==> src/rtl/tic_pkg.sv <==
package tic_pkg;
  typedef struct packed {
    logic pend;
    logic rel;
    logic req;
  } tic_flags_t;
endpackage

==> src/rtl/tic_event_qual.sv <==
module tic_event_qual (
  input  logic done_i,
  input  logic last_i,
  input  logic last_only_i,
  output logic ev_o
);
  always_comb ev_o = done_i & (~last_only_i | last_i);
endmodule

==> src/rtl/tic_window.sv <==
module tic_window #(
  parameter int CNT_W = 8,
  parameter int TMO_W = 16
) (
  input  logic             clk,
  input  logic             rst,
  input  logic             run_i,
  input  logic             ev_i,
  input  logic             tick_i,
  input  logic [CNT_W-1:0] thresh_i,
  input  logic [TMO_W-1:0] tmo_i,
  output logic             hit_o
);
  localparam logic [CNT_W-1:0] CNT_MAX = {CNT_W{1'b1}};
  localparam logic [TMO_W-1:0] TMO_MAX = {TMO_W{1'b1}};

  logic [CNT_W-1:0] cnt_q;
  logic [TMO_W-1:0] tmr_q;
  logic             armed_q;
  logic [CNT_W:0]   cnt_sum;
  logic [TMO_W:0]   tmr_sum;
  logic             hit_cnt, hit_tmr;

  always_comb begin
    cnt_sum = {1'b0, cnt_q} + {{CNT_W{1'b0}}, ev_i};
    tmr_sum = {1'b0, tmr_q} + {{TMO_W{1'b0}}, 1'b1};
    hit_cnt = run_i & ev_i & (thresh_i != '0) & (cnt_sum >= {1'b0, thresh_i});
    hit_tmr = run_i & armed_q & tick_i & (tmo_i != '0) & (tmr_sum >= {1'b0, tmo_i});
    hit_o   = hit_cnt | hit_tmr;
  end

  always_ff @(posedge clk) begin
    if (rst || !run_i || hit_o) begin
      cnt_q   <= '0;
      tmr_q   <= '0;
      armed_q <= 1'b0;
    end else begin
      if (ev_i && cnt_q != CNT_MAX) cnt_q <= cnt_sum[CNT_W-1:0];
      if (armed_q && tick_i && tmr_q != TMO_MAX) tmr_q <= tmr_sum[TMO_W-1:0];
      armed_q <= armed_q | ev_i;
    end
  end
endmodule

==> src/rtl/tic_irq_state.sv <==
module tic_irq_state
  import tic_pkg::*;
(
  input  logic clk,
  input  logic rst,
  input  logic ev_i,
  input  logic ack_i,
  input  logic coal_i,
  input  logic hit_i,
  input  logic en_i,
  input  logic mask_i,
  output logic run_o,
  output logic pend_o,
  output logic req_o
);
  tic_flags_t cur, nxt;
  logic       held;

  always_comb begin
    held     = cur.rel & ~ack_i;
    nxt.pend = ev_i | (cur.pend & ~ack_i);
    run_o    = nxt.pend & ~held;
    nxt.rel  = coal_i & nxt.pend & (hit_i | held);
    nxt.req  = en_i & ~mask_i & nxt.pend & (~coal_i | nxt.rel);
  end

  always_ff @(posedge clk) begin
    if (rst) cur <= '0;
    else     cur <= nxt;
  end

  assign pend_o = cur.pend;
  assign req_o  = cur.req;
endmodule

==> src/rtl/tx_irq_coalesce.sv <==
module tx_irq_coalesce #(
  parameter int CNT_W = 8,
  parameter int TMO_W = 16
) (
  input  logic             clk,
  input  logic             rst,
  input  logic             done_i,
  input  logic             done_last_i,
  input  logic             glob_en_i,
  input  logic             tx_mask_i,
  input  logic [CNT_W-1:0] thresh_i,
  input  logic [TMO_W-1:0] tmo_i,
  input  logic             last_only_i,
  input  logic             tick_i,
  input  logic             ack_i,
  output logic             status_o,
  output logic             irq_o
);
  logic ev, run, hit, coal;

  assign coal = (thresh_i != '0) | (tmo_i != '0);

  tic_event_qual u_qual (
    .done_i      (done_i),
    .last_i      (done_last_i),
    .last_only_i (last_only_i),
    .ev_o        (ev)
  );

  tic_window #(.CNT_W(CNT_W), .TMO_W(TMO_W)) u_win (
    .clk      (clk),
    .rst      (rst),
    .run_i    (run),
    .ev_i     (ev),
    .tick_i   (tick_i),
    .thresh_i (thresh_i),
    .tmo_i    (tmo_i),
    .hit_o    (hit)
  );

  tic_irq_state u_state (
    .clk    (clk),
    .rst    (rst),
    .ev_i   (ev),
    .ack_i  (ack_i),
    .coal_i (coal),
    .hit_i  (hit),
    .en_i   (glob_en_i),
    .mask_i (tx_mask_i),
    .run_o  (run),
    .pend_o (status_o),
    .req_o  (irq_o)
  );
endmodule

==> config.mk <==
export PLATFORM = sky130hd
export DESIGN_NAME = tx_irq_coalesce
export DESIGN_NICKNAME = d
export VERILOG_FILES = /design/src/rtl/tic_pkg.sv /design/src/rtl/tic_event_qual.sv /design/src/rtl/tic_window.sv /design/src/rtl/tic_irq_state.sv /design/src/rtl/tx_irq_coalesce.sv
export SDC_FILE = /design/constraint.sdc
export NUM_CORES = 1
export LEC_CHECK = 0
export BUFFER_PORTS_ARGS = -buffer_cell sky130_fd_sc_hd__buf_2
export CORE_MARGIN = 10
export CORE_UTILIZATION = 53
export CTS_CLUSTER_DIAMETER = 100
export DETAILED_ROUTE_END_ITERATION = 8
export PLACE_DENSITY = 0.81
export SYNTH_ARGS = -nofsm -noshare
export SYNTH_HDL_FRONTEND = slang
export SYNTH_SLANG_ARGS = --single-unit
==> constraint.sdc <==
create_clock -name clk -period 7.1 [get_ports clk]
set_input_delay 0.355 -clock clk [delete_from_list [all_inputs] [get_ports clk]]
set_output_delay 0.355 -clock clk [all_outputs]
set_load 0.02 [all_outputs]
Word level (Yosys, flattened, before mapping)
Index checks and enable logic that the tools add are counted.
{ "totals": {"reg_bits": 28, "latchBits": 0, "ramBits": 0, "mem_bits_ro": 0, "input_bits": 33, "out_inout_bits": 2, "word_cells": 48, "memories": 0} }
{ "op_classes": {"add_sub_neg": 2, "n_mul": 0, "div_mod_pow": 0, "magnitude_cmp": 2, "eq_ne": 2, "shifts": 0, "muxes": 0, "bitwise_logic": 28, "reduce_logical": 8} }
{ "op_table": {"columns": ["cell", "count"], "rows": [
  ["16-bit by 1-bit adder with 17-bit output, second input constant", 1],
  ["17-bit by 16-bit >= comparator with 1-bit output", 1],
  ["1-bit bitwise AND", 16],
  ["16-bit inequality test, second input constant", 1],
  ["16-bit nonzero test", 1],
  ["8-bit by 1-bit adder with 9-bit output", 1],
  ["9-bit by 8-bit >= comparator with 1-bit output", 1],
  ["8-bit inequality test, second input constant", 1],
  ["8-bit nonzero test", 1],
  ["1-bit bitwise OR", 7],
  ["1-bit inverter", 5],
  ["1-bit logical AND", 3],
  ["1-bit logical OR", 2],
  ["1-bit logical NOT", 1]
]} }

Logic depth before layout (Yosys ltp)
Gate-level depths: netlist of run 1.
{ "logic_depth": {"depth_word": 14, "ltp_mapped": 13, "ltp_nobuf": 12} }

Hierarchy
Synthesis of run 1 repeated with hierarchy kept, for this count alone.
{ "unflattened": {"cells_unflattened": 294, "area_unflattened_um2": 2317.2} }
{ "by_module_without_submodules": {"columns": ["mod", "n_inst", "cells_each", "area_per_inst_um2", "seq_area_each_um2"], "rows": [
  ["tic_window", 1, 271, 2130.8, 500.5],
  ["tic_irq_state", 1, 13, 123.9, 60.1],
  ["tx_irq_coalesce", 1, 8, 51.3, 0.0],
  ["tic_event_qual", 1, 2, 11.3, 0.0]
]} }

Worst setup path before layout of run 1
No wires, ideal clock.
{ "synth_path": {"path_kind": "input to register", "from": "input done_last_i", "to": "register u_win.armed_q", "setup_time_ps": 88, "arrival_ps": 2952, "required_ps": 7012, "setup_slack_ps": 4060, "stages": 12, "n_path_buf": 1, "path_cell_list": "nand2b_1 -> and2_1 -> ha_1 -> nand3_1 -> or2_2 -> xnor2_1 -> ha_1 -> a21o_1 -> a211o_1 -> o221a_2 -> buf_1 -> nor4_2"} }
{ "synth_via": {"word_cells_on_any_way": 18, "classes_between": "add/sub (1); order compare (1); bitwise (13); reduce/logical (3)"} }
{ "synth_lines": {"columns": ["item", "line_no", "rtl"], "rows": [
  ["start, declared", "tx_irq_coalesce.sv:8", "input logic done_last_i,"],
  ["1-bit bitwise OR", "tic_event_qual.sv:7", "always_comb ev_o = done_i & (~last_only_i | last_i);"],
  ["1-bit bitwise AND", "tic_event_qual.sv:7", null],
  ["8-bit by 1-bit adder with 9-bit output", "tic_window.sv:25", "cnt_sum = {1'b0, cnt_q} + {{CNT_W{1'b0}}, ev_i};"],
  ["via u_win.cnt_sum[5]", "tic_window.sv:20", "logic [CNT_W:0] cnt_sum;"],
  ["9-bit by 8-bit >= comparator with 1-bit output", "tic_window.sv:27", "hit_cnt = run_i & ev_i & (thresh_i != '0) & (cnt_sum >= {1'b0, thresh_i});"],
  ["1-bit bitwise AND", "tic_window.sv:27", null],
  ["1-bit bitwise OR", "tic_window.sv:29", "hit_o = hit_cnt | hit_tmr;"],
  ["1-bit logical OR", "tic_window.sv:33", "if (rst || !run_i || hit_o) begin"],
  ["end signal, assigned", "tic_window.sv:40", "armed_q <= armed_q | ev_i;"],
  ["end, declared", "tic_window.sv:19", "logic armed_q;"]
]} }
The timed path passes the listed nets, and every way through them passes these cells.
A chain may end at the register's enable or synchronous reset.

Final worst setup path of run 1
{ "layout_path": {"from": "register u_win.tmr_q[0]", "to": "register u_win.tmr_q[0]"} }
{ "layout_via": {"elab_chain_cells": 5, "word_cells_on_any_way": 7, "classes_between": "add/sub (1); order compare (1); eq/ne (1); bitwise (2); reduce/logical (2)"} }
{ "layout_rtl": {"columns": ["item", "line_no", "rtl"], "rows": [
  ["start, declared", "tic_window.sv:18", "logic [TMO_W-1:0] tmr_q;"],
  ["start signal, assigned", "tic_window.sv:39", "if (armed_q && tick_i && tmr_q != TMO_MAX) tmr_q <= tmr_sum[TMO_W-1:0];"],
  ["16-bit by 1-bit adder with 17-bit output", "tic_window.sv:26", "tmr_sum = {1'b0, tmr_q} + {{TMO_W{1'b0}}, 1'b1};"],
  ["via u_win.tmr_sum[12]", "tic_window.sv:21", "logic [TMO_W:0] tmr_sum;"],
  ["17-bit by 16-bit >= comparator with 1-bit output", "tic_window.sv:28", "hit_tmr = run_i & armed_q & tick_i & (tmo_i != '0) & (tmr_sum >= {1'b0, tmo_i});"],
  ["1-bit bitwise AND", "tic_window.sv:28", null],
  ["1-bit bitwise OR", "tic_window.sv:29", null],
  ["1-bit logical OR", "tic_window.sv:33", null]
]} }
The timed path passes the listed nets, and every way through them passes these cells.

==> impl_results.md, run 1 <==
* Status: complete, no violations
* Die outline area at between 7000 and 8000 µm²
* Number of clock buffers inserted by TritonCTS at 3
* Worst-path maximum fanout at 25
* Antenna violations before repair at 0
* Global-route wire length before repair at around 9000 µm
* Die X at a little under 90 µm
* Hold path start: tx_mask_i
* Final hold viol count at 0
* Relative contribution of sequential cells to total power at 0.530
* Maximum ir drop on the vdd rail at 0.08920 mV
* I/O pins at 35
* Overall global routing resource usage at 0.1434
* Register-to-register path setup slack at 3770 ps
* Power spent charging and discharging nets at about 0.076 mW
* Start of the worst register-to-register path: u_win.tmr_q[0]
* Final ANT Viol Nets at 0
* Max clock buf depth at 2
* Number of filler instances in the final layout at between 300 and 400
* TritonCTS clock tree: built
* Pin count of the biggest net entering global routing at 26
* Std-Cell Rows at 24
* Dpl cells at approximately 360
* H-tree depth at 1
* Average cell area after synthesis at between 8 and 9 µm²
* XOR/XNOR Fraction of Synth Area at 0.1458
* Fin nets at 370
* Type of element launching the critical path: register
* Fraction of power spent switching nets at 0.2517
* Highest-count cells in the layout ignoring fill and taps: 35 x sky130_fd_sc_hd__xnor2_1, 34 x sky130_fd_sc_hd__buf_2, 28 x sky130_fd_sc_hd__dfxtp_1
* Compound-cell area share of the yosys netlist at 0.1057
* Number of maximum-capacitance violations at 0
* Syn. warnings at 0
* Cell depth of the worst hold path at 3
* Final HPWL DP at between 4000 and 5000 µm
* Post-Syn Instances at ~280
* Total count of max-transition violations in the final report at 0
* Routed vias/inst at just under 6
* Path type of the worst setup path: reg2reg
* Hold buffers post-CTS at 0
* Worst Tran Pin Value at between 700 and 800 ps
* RSZ-0062 raised after global routing: no
* Leakage at around 1.1 nW
* Insertion delay of the later-clocked pin in the worst-skew pair at ~270 ps
* Fraction of the mapped netlist area in simple logic gates at 0.3049
* Yosys top cell area share at 0.2276
* Y dimension of the die at about 88 µm
* Final setup TNS at 0 ps
* Largest area contributor in the netlist: sky130_fd_sc_hd__dfxtp_1
* Min Tclk post-route at ~3300 ps
* Data required, critical path at 7280 ps
* Number of resized instances in the post-cts repair step at 0
* Post-CTS Repair Setup Buffers at 0
* DRT Pass-1 Iters at 4
* Largest cells by area after synthesis: sky130_fd_sc_hd__dfxtp_1 23%, sky130_fd_sc_hd__ha_1 14%, sky130_fd_sc_hd__xnor2_1 12%
* Net count after synthesis at around 340
* Async set-or-reset flop fraction in the synthesized netlist at 0
* Worst hold path class: in2reg
* Via count at around 2100
* Multi-input combinational cell area at roughly 1700 µm²
* Number of flops mapped to enable cells by yosys at 0
* Combinational family with the most area after synthesis: simple AND/OR/NAND/NOR gates
* Data arrival time of the worst path at 3510 ps
* Sequential element share of the synthesized area at 0.2276
* Count of final setup violators at 0
* Power Total at 0.3025 mW
* Flip-flop and latch area at approximately 560 µm²
* Growth of design area from synthesis to finish at 9.096%
* Part of the power in combinational logic at 0.148
* Design internal power at between 0.2 and 0.25 mW
* Final worst clock skew at approximately 3.7 ps
* Worst max-slew margin expressed relative to the limit at 0.5158
* Post-synthesis cell type count at 43
* Non-filler cells, final at between 300 and 400
* Number of DRC violations after detailed-routing iteration 0 at about 210
* Proportion of synthesized area in mux cells at 0.008130
* Max Fclk at 0.3004 GHz
* Total inserted antenna cells at 0
* Total global routing overflow at 0
* Placer's final routability congestion estimate at between 0.8 and 0.9
* Worst reg2reg endpoint: u_win.tmr_q[0]
* Worst min-delay path endpoint: u_state.req_o
* Cell at the root of the clock tree: sky130_fd_sc_hd__clkbuf_8
* R2R depth at 12
* Initial Util at 0.5578
* Flop and latch count out of synthesis at 28
* Post-synth top flop: sky130_fd_sc_hd__dfxtp_1
* Final period util at 0.4689
* Post-Synth Adder-Cell Area at 0.1372
* DR WL/cell at between 15 and 20 µm
* Final cell utilization of the core at 0.6086
* CTS clk-pin slew, worst paths at about 90 ps
* Power per cell area at about 110 nW/µm²
* Vias in the first global route at between 2000 and 2500
* DRC violation count after routing at 0
* Worst-case hold slack at roughly 320 ps
* Layout cells sized above 1 at 0.2201
* Cell area after synthesis at around 2500 µm²
* Most common cell after layout, fill and taps aside: sky130_fd_sc_hd__xnor2_1
* Core box area at 4414 µm²
* Setup crit end kind: register
* # clock sinks at 28
* Clock Power Share at 0.322
* Total wire length after detailed routing at about 5500 µm
* Buffers added on ports at 34
how the worst max path moves through the flow:
stage / start / endpoint / slack, ps / cells past startpoint
after floorplan: done_last_i / u_win.armed_q / 4060 / 12
after global placement: done_last_i / u_win.cnt_q[0] / 3850 / 13
after detailed placement: done_last_i / u_win.tmr_q[11] / 3730 / 13
after CTS: u_win.tmr_q[0] / u_win.tmr_q[0] / 3790 / 12
after global routing: u_win.tmr_q[0] / u_win.tmr_q[0] / 3530 / 12
final: u_win.tmr_q[0] / u_win.tmr_q[0] / 3770 / 12
critical path, cell delays in order, from the launching register on:
cell,delay (ps)
sky130_fd_sc_hd__dfxtp_1,440
sky130_fd_sc_hd__ha_1,270
sky130_fd_sc_hd__and4_4,290
sky130_fd_sc_hd__nand3_1,180
sky130_fd_sc_hd__nor2_1,180
sky130_fd_sc_hd__xor2_1,180
sky130_fd_sc_hd__ha_1,280
sky130_fd_sc_hd__a21oi_1,130
sky130_fd_sc_hd__o21ai_0,130
sky130_fd_sc_hd__a2111oi_0,530
sky130_fd_sc_hd__a2bb2oi_2,100
sky130_fd_sc_hd__buf_4,260
sky130_fd_sc_hd__nor4_2,270
synth_stat cells, types with 3 or more instances:
| cell | count |
|---|---|
| sky130_fd_sc_hd__a21oi_1 | 9 |
| sky130_fd_sc_hd__o21bai_1 | 3 |
| sky130_fd_sc_hd__a21o_1 | 4 |
| sky130_fd_sc_hd__nand2_1 | 11 |
| sky130_fd_sc_hd__xnor2_1 | 35 |
| sky130_fd_sc_hd__nor2_1 | 18 |
| sky130_fd_sc_hd__ha_1 | 27 |
| sky130_fd_sc_hd__buf_2 | 4 |
| sky130_fd_sc_hd__nand3_1 | 7 |
| sky130_fd_sc_hd__or2_2 | 3 |
| sky130_fd_sc_hd__nor3_1 | 12 |
| sky130_fd_sc_hd__nand4_1 | 10 |
| sky130_fd_sc_hd__dfxtp_1 | 28 |
| sky130_fd_sc_hd__xor2_1 | 6 |
| sky130_fd_sc_hd__and4_1 | 3 |
| sky130_fd_sc_hd__buf_6 | 4 |
| sky130_fd_sc_hd__o21ai_0 | 4 |
| sky130_fd_sc_hd__nor4_1 | 9 |
| sky130_fd_sc_hd__or4_1 | 6 |
| sky130_fd_sc_hd__a211oi_1 | 3 |
| sky130_fd_sc_hd__inv_1 | 25 |
| sky130_fd_sc_hd__nor2b_1 | 3 |
| sky130_fd_sc_hd__nor4_2 | 20 |
final cells by class:
cell class | count | area share
Timing Repair Buffer | 35 | 0.06614
Inverter | 25 | 0.03493
Clock buffer | 4 | 0.02049
Tap cell | 52 | 0.02422
Sequential cell | 28 | 0.2087
Multi-Input combinational cell | 217 | 0.6455
state kept, by name (all words and copies together), names as in the netlist:
signal / count
u_state.req_o: 1
u_win.cnt_q: 8
u_win.tmr_q: 16
u_state.cur: 1
u_win.armed_q: 1
u_state.pend_o: 1
power groups by stage:
stage	combinational [mW]	sequential, mW	clock (mW)
after floorplan	0.0266	0.164	0
after CTS	0.0450	0.160	0.0988
after detailed placement	0.0448	0.164	0
final	0.0449	0.160	0.0974
after global routing	0.0511	0.160	0.106
after global placement	0.0434	0.164	0
layer usage:
metal | up-vias | track usage | wire (µm)
met5 | - | 0 | 0
met4 | 0 | 0.05136 | 81
met3 | 6 | 0.02786 | 363
met2 | 56 | 0.2193 | 2414
met1 | 957 | 0.1941 | 2643
li1 | 1082 | - | -
cell families (layout without fill, tap and decap cells):
kind of cell               count (synthesis)  in the layout
buffers and inverters                     37             64
xor gates and xnor gates                  41             41
AOI/OAI and AO/OA                         36             36
DFF                                       28             28
adders and majority gates                 27             27
muxes                                      2              2
and+or+nand+nor                          111            111
stage by stage:
step	instance area [µm²]	setup slack (ps)
after detailed placement	2631	3731
after global placement	2631	3851
after global routing	2686	3529
after CTS	2686	3786
final	2686	3771
after floorplan	2462	4060
No activity file was read; power rests on OpenSTA's default activity.
==> run 2, diff against run 1 <==
Settings changed: ABC_AREA from default to 1, CORE_UTILIZATION 53 to 52, PLACE_DENSITY 0.81 to 0.83.
Clock period 7.1 ns to 2.8 ns, I/O delays scaled along.
==> run 2 against run 1 <==
Net effect:
- the run now ends with negative setup slack left
- largest cell class unchanged
- clock-buffer cell count decreased by 1
- largest power group unchanged
- hold slack got worse by 290 ps
- synthesized area decreased by 5.4%
==> impl_results.md, run 2 <==
* Worst hold path class: in2reg
* Post-synth top flop: sky130_fd_sc_hd__dfxtp_1
* Final period util at 1.013
* Part of the power in combinational logic at 0.173
* Critical Path Max Stage Delay at ~380 ps
* Status: complete, but fails checks
* Violations in the final reports: negative setup slack
* Leakage at around 1.4 nW
* Layout cells sized above 1 at 0.2748
* RSZ-0062 raised after global routing: yes
* Combinational family with the most area after synthesis: simple AND/OR/NAND/NOR gates
* Vias in the first global route at 2138
* DRC violation count after routing at 0
* Most common cell after layout, fill and taps aside: sky130_fd_sc_hd__nand2_1
* Delay-heaviest family, CP: simple AND/OR/NAND/NOR gates
* Final cell utilization of the core at 0.6695
* Routed vias/inst at 5.164
* Final ANT Viol Nets at 0
* Setup crit end kind: register
* TritonCTS clock tree: built
* Data required, critical path at between 3000 and 4000 ps
* Fin nets at roughly 470
* Data arrival time of the worst path at 3050 ps
* Cell area after synthesis at approximately 2300 µm²
* Syn. warnings at 0
* CP Buf/Inv Count at 1
* Maximum ir drop on the vdd rail at around 0.3 mV
* Post-synthesis cell type count at 29
* Via count at between 2000 and 2500
* Clock Power Share at 0.287
* Final hold viol count at 0
* Largest registers: u_win.tmr_q (16), u_win.cnt_q (8)
* Core box area at 4354 µm²
* Design internal power at approximately 0.55 mW
* Final HPWL DP at around 4500 µm
* Number of DRC violations after detailed-routing iteration 0 at a little under 200
* Total wire length after detailed routing at 5975 µm
* Top post-synthesis cells by count: 90 x sky130_fd_sc_hd__nand2_1, 59 x sky130_fd_sc_hd__inv_1, 39 x sky130_fd_sc_hd__nor2_1
* Max clock buf depth at 2
* Most frequent cell on the critical path: sky130_fd_sc_hd__nand2_1
* Relative contribution of sequential cells to total power at 0.540
* Worst max-slew margin expressed relative to the limit at 0.6577
* I/O pins at 35
* Total count of max-transition violations in the final report at 0
* Global-route wire length before repair at ~9000 µm
* Number of maximum-capacitance violations at 0
* Fraction of power spent switching nets at 0.2566
* Post-Synth Adder-Cell Area at 0.1450
* DR WL/cell at approximately 13 µm
* H-tree depth at 1
* Count of final setup violators at 16
* Async set-or-reset flop fraction in the synthesized netlist at 0
* Power per cell area at between 200 and 300 nW/µm²
* Number of flops mapped to enable cells by yosys at 0
* Largest cells by area after synthesis: sky130_fd_sc_hd__dfxtp_1 24%, sky130_fd_sc_hd__ha_1 15%, sky130_fd_sc_hd__nand2_1 15%
* Cell at the root of the clock tree: sky130_fd_sc_hd__clkbuf_8
* Insertion delay of the later-clocked pin in the worst-skew pair at around 270 ps
* Number of clock buffers inserted by TritonCTS at 3
* Growth of design area from synthesis to finish at 25.13%
* Type of element launching the critical path: register
* Die outline area at between 7000 and 8000 µm²
* Antenna violations before repair at 0
* Post-Syn Instances at 352
* Compound-cell area share of the yosys netlist at 0.1171
* Smallest setup slack after layout at -36.46 ps
* Slowest stage cell, crit path: sky130_fd_sc_hd__dfxtp_4
* Max Fclk at ~0.35 GHz
* Total inserted antenna cells at 0
* Top register by number of flip-flops: u_win.tmr_q
* Largest area contributor in the netlist: sky130_fd_sc_hd__dfxtp_1
* Y dimension of the die at approximately 87 µm
* Yosys top cell area share at 0.2406
* Net count after synthesis at slightly above 400
* Fraction of the mapped netlist area in simple logic gates at 0.3174
* Total global routing overflow at 0
* Die X at 86.94 µm
* Overall global routing resource usage at 0.1408
* Pin count of the biggest net entering global routing at 20
* Placer's final routability congestion estimate at roughly 0.86
* Most common cell in the netlist: sky130_fd_sc_hd__nand2_1
* Worst-path maximum fanout at 8
* Std-Cell Rows at 24
* Power spent charging and discharging nets at 0.1903 mW
* Worst-case hold slack at roughly 28 ps
* # clock sinks at 28
* Highest-count cells in the layout ignoring fill and taps: 83 x sky130_fd_sc_hd__nand2_1, 58 x sky130_fd_sc_hd__inv_1, 34 x sky130_fd_sc_hd__nor2_1, 34 x sky130_fd_sc_hd__buf_2
* Sequential element share of the synthesized area at 0.2406
* CP cell instances: ha_4, nand2_4, nor2_4, nand4_1, nor3_2, xor2_1, ha_1, nand2_2, nor2_1, nand2_1, o21ai_2, nand2_1, nand2_1, nor2_1, nand2_1, nand2_2, nand4_4, clkbuf_16, a21oi_2
* CTS clk-pin slew, worst paths at ~90 ps
* Flop and latch count out of synthesis at 28
* Min Tclk post-route at around 2800 ps
* Initial Util at 0.5351
* Path type of the worst setup path: reg2reg
* Average cell area after synthesis at between 6 and 7 µm²
* Final setup TNS at -278.6 ps
* XOR/XNOR Fraction of Synth Area at 0.06391
* Buffers added on ports at 34
* Hold buffers post-CTS at 0
* DRT Pass-1 Iters at 4
* Final worst clock skew at roughly 8.9 ps
* Worst Tran Pin Value at just over 500 ps
* Flip-flop count of the largest register, all copies and words added at 16
* Proportion of synthesized area in mux cells at 0
==> run 2: kinds of logic (layout without fill, tap and decap cells) <==
logic type / after synthesis / after routing
and+or+nand+nor: 169 / 169
DFF: 28 / 28
buffers and inverters: 67 / 119
AOI/OAI and AO/OA: 44 / 44
adders and majority gates: 27 / 27
xor gates and xnor gates: 17 / 17
==> run 2: metal layers <==
layer  wire, µm  vias up  global-route usage
met1       2627     1069              0.1774
li1           -     1222                   -
met2       2891       60              0.2345
met4         40        0             0.03093
met5          0        -                   0
met3        415        4             0.03464
==> run 2: power by group through the flow <==
| stage | Clock (mW) | Sequential (mW) | Combinational [mW] |
|---|---|---|---|
| 3_5_place_dp | 0 | 0.411 | 0.107 |
| 5_1_grt | 0.235 | 0.401 | 0.142 |
| 4_1_cts | 0.223 | 0.402 | 0.108 |
| 3_3_place_gp | 0 | 0.411 | 0.103 |
| 2_1_floorplan | 0 | 0.412 | 0.0644 |
| 6_report | 0.213 | 0.400 | 0.128 |
==> run 2: layout make-up <==
type	count	area (µm²)
Fill cell	341	1439
Inverter	61	229.0
Timing Repair Buffer	55	379.1
Multi-Input combinational cell	257	1632
Tap cell	52	65.06
Sequential cell	28	569.3
Clock buffer	3	41.29
==> run 2: worst paths after layout <==
path,depth (start not counted),slack [ps],to,from
worst min-delay path,2,30,u_state.cur[1],rst
worst max register to register,19,-40,u_win.tmr_q[5],u_win.tmr_q[0]
worst max-delay path,19,-40,u_win.tmr_q[5],u_win.tmr_q[0]
worst min register to register,2,490,u_win.tmr_q[13],u_win.tmr_q[13]
==> run 2: worst register-to-register path, cell delays in order, from the launching register on <==
cell and delay, ps:
sky130_fd_sc_hd__dfxtp_4 380, sky130_fd_sc_hd__ha_4 150, sky130_fd_sc_hd__nand2_4 50, sky130_fd_sc_hd__nor2_4 110, sky130_fd_sc_hd__nand4_1 170, sky130_fd_sc_hd__nor3_2 210, sky130_fd_sc_hd__xor2_1 260, sky130_fd_sc_hd__ha_1 310
sky130_fd_sc_hd__nand2_2 100, sky130_fd_sc_hd__nor2_1 50, sky130_fd_sc_hd__nand2_1 70, sky130_fd_sc_hd__o21ai_2 60, sky130_fd_sc_hd__nand2_1 50, sky130_fd_sc_hd__nand2_1 50, sky130_fd_sc_hd__nor2_1 80, sky130_fd_sc_hd__nand2_1 80
sky130_fd_sc_hd__nand2_2 90, sky130_fd_sc_hd__nand4_4 170, sky130_fd_sc_hd__clkbuf_16 230, sky130_fd_sc_hd__a21oi_2 110
==> run 2: repair_timing <==
item	CTS	global route
endpoints found under the hold margin	0	0
cloned	0	2
gates resized for setup	2	38
pin swaps	3	13
endpoints found under the setup margin	25	27
setup buffers	1	5
==> run 2: per-stage QoR <==
stage               cell area (µm²)  setup slack (ps)  std cells  total power, mW
floorplan                      2330             228.3        352           0.4767
global placement               2634             42.13        445           0.5146
detailed placement             2634            -11.16        445           0.5188
CTS                            2685             13.32        449           0.7326
global route                   2915            -232.9        456           0.7780
finish                         2915            -36.46        456           0.7414
==> run 3, diff against run 2 <==
Settings changed: SETUP_SLACK_MARGIN from default to 0.2.
==> run 3 against run 2 <==
Net effect:
- the run still ends with negative setup slack left
- sequential cell count unchanged
- global-route usage is 1.2 points higher
- combinational power increased by 5%
- sequential share of layout area shrank 0.48 points
- routed wire length up 10%
- core utilization is 1.6 points higher
- clock skew up 2.9 ps
==> impl_results.md, run 3 (synthesized netlist as in run 2, its figures left out) <==
* Growth of design area from synthesis to finish at 28.03%
* Final ANT Viol Nets at 0
* Die X at around 87 µm
* Total global routing overflow at 0
* Final hold viol count at 0
* Power per cell area at 252.2 nW/µm²
* Fin nets at about 470
* Highest-count cells in the layout ignoring fill and taps: 83 x sky130_fd_sc_hd__nand2_1, 57 x sky130_fd_sc_hd__inv_1, 34 x sky130_fd_sc_hd__nor2_1, 34 x sky130_fd_sc_hd__buf_2, 26 x sky130_fd_sc_hd__dfxtp_1
* Placer's final routability congestion estimate at roughly 0.86
* DR WL/cell at between 10 and 15 µm
* Total count of max-transition violations in the final report at 0
* DRT Pass-1 Iters at 4
* Post-place instance area at 2634 µm²
* Total inserted antenna cells at 0
* Delay-heaviest family, CP: simple AND/OR/NAND/NOR gates
* Top register by number of flip-flops: u_win.tmr_q
* Pin count of the biggest net entering global routing at 20
* Most common cell after layout, fill and taps aside: sky130_fd_sc_hd__nand2_1
* Cell at the root of the clock tree: sky130_fd_sc_hd__clkbuf_8
* Number of clock buffers inserted by TritonCTS at 3
* Layout cells sized above 1 at 0.2924
* Path type of the worst setup path: reg2reg
* Max clock buf depth at 2
* CP Buf/Inv Count at 3
* Slowest stage cell, crit path: sky130_fd_sc_hd__dfxtp_4
* Data arrival time of the worst path at 3090 ps
* Worst max-slew margin expressed relative to the limit at 0.6567
* CTS clk-pin slew, worst paths at about 100 ps
* Worst Tran Pin Value at 510.2 ps
* Critical Path Max Stage Delay at slightly below 400 ps
* Antenna violations before repair at 0
* CP cell instances: ha_4, nand2_4, nor2_4, buf_4, buf_4, nand3_1, xnor2_1, ha_1, nand2_1, nor2_1, nand2_2, o21ai_2, nand2_1, nand2_1, nor2_1, nand2_1, nand2_2, nand4_4, clkbuf_16, a21oi_2
* Hold buffers post-CTS at 0
* Data required, critical path at around 3000 ps
* Type of element launching the critical path: register
* RSZ-0062 raised after global routing: yes
* Max Fclk at around 0.35 GHz
* Maximum ir drop on the vdd rail at roughly 0.31 mV
* Routed vias/inst at about 5.4
* Worst-path maximum fanout at 8
* Count of final setup violators at 25
* Largest registers: u_win.tmr_q (16), u_win.cnt_q (8)
* Die outline area at about 7600 µm²
* Final non-filler cell area at slightly below 3000 µm²
* Leakage at between 1 and 1.5 nW
* Final worst clock skew at about 12 ps
* Initial Util at 0.5351
* Std-Cell Rows at 24
* Worst-case hold slack at around 23 ps
* Insertion delay of the later-clocked pin in the worst-skew pair at about 280 ps
* Number of DRC violations after detailed-routing iteration 0 at between 200 and 250
* Worst slack at placement at -11.16 ps
* Min Tclk post-route at approximately 2900 ps
* Setup crit end kind: register
* TritonCTS clock tree: built
* Worst hold path class: in2reg
* Final setup TNS at -1308 ps
* Violations in the final reports: negative setup slack
* Final HPWL DP at ~4500 µm
* DRC violation count after routing at 0
* Y dimension of the die at 86.94 µm
* Most frequent cell on the critical path: sky130_fd_sc_hd__nand2_1
* Buffers added on ports at 34
* Smallest setup slack after layout at -83.81 ps
* # clock sinks at 28
* Flip-flop count of the largest register, all copies and words added at 16
* Final period util at 1.030
* Via count at approximately 2500
* Number of maximum-capacitance violations at 0
* I/O pins at 35
* Status: complete, but fails checks
* Power Total at 0.7523 mW
* Core box area at around 4400 µm²
* Global-route wire length before repair at 9673 µm
* Total wire length after detailed routing at 6602 µm
* Vias in the first global route at ~2300
* Overall global routing resource usage at 0.1527
* H-tree depth at 1
## run 3: cell count changes in the layout (fill, tap and decap cells not counted), sizes merged
cell  before  now
buf       53   56
## run 3: path summary, 6_finish.rpt
check	slack [ps]	endpoint	cells after the start	from
max	-80	u_win.tmr_q[7]	20	u_win.tmr_q[1]
min	20	u_state.cur[1]	2	rst
max reg2reg	-80	u_win.tmr_q[7]	20	u_win.tmr_q[1]
min reg2reg	490	u_win.tmr_q[13]	2	u_win.tmr_q[13]
## run 3: repair_timing
action,in CTS,in global routing
pin swaps,3,16
gates cloned,1,1
endpoints found under the setup margin,27,27
resized for setup,19,30
buffers inserted,6,3
## run 3: report_power, final
part	internal, mW	switching [mW]	leakage (nW)
logic	0.0580	0.0759	1.20
clock network	0.0966	0.121	0.0216
registers	0.399	0.00209	0.227
total	0.553	0.199	1.45
## run 3: final cells by class
type,instances,area [µm²]
Clock buffer,3,41.29
Fill cell,326,1371
Inverter,61,229.0
Multi-Input combinational cell,257,1678
Sequential cell,28,568.0
Tap cell,52,65.06
Timing Repair Buffer,58,401.6
## run 3: metal layers
metal,vias up,GRT usage,share of wire,routed length (µm)
li1,1226,-,-,-
met1,1133,0.1883,0.42,2792
met2,97,0.2592,0.49,3238
met3,12,0.03652,0.069,454
met4,0,0.03535,0.018,117
met5,-,0,0,0
## run 3: stage by stage
step,cells,util
CTS,455,0.6463
global placement,445,0.6049
global route,459,0.6851
floorplan,352,-
detailed placement,445,0.6049
finish,459,0.6851
## run 3: worst register-to-register path, cell delays in order (launching register included)
cell	delay, ps
sky130_fd_sc_hd__dfxtp_4	390
sky130_fd_sc_hd__ha_4	150
sky130_fd_sc_hd__nand2_4	50
sky130_fd_sc_hd__nor2_4	120
sky130_fd_sc_hd__buf_4	130
sky130_fd_sc_hd__buf_4	120
sky130_fd_sc_hd__nand3_1	90
sky130_fd_sc_hd__xnor2_1	280
sky130_fd_sc_hd__ha_1	310
sky130_fd_sc_hd__nand2_1	90
sky130_fd_sc_hd__nor2_1	70
sky130_fd_sc_hd__nand2_2	90
sky130_fd_sc_hd__o21ai_2	60
sky130_fd_sc_hd__nand2_1	60
sky130_fd_sc_hd__nand2_1	50
sky130_fd_sc_hd__nor2_1	90
sky130_fd_sc_hd__nand2_1	80
sky130_fd_sc_hd__nand2_2	90
sky130_fd_sc_hd__nand4_4	160
sky130_fd_sc_hd__clkbuf_16	230
sky130_fd_sc_hd__a21oi_2	100
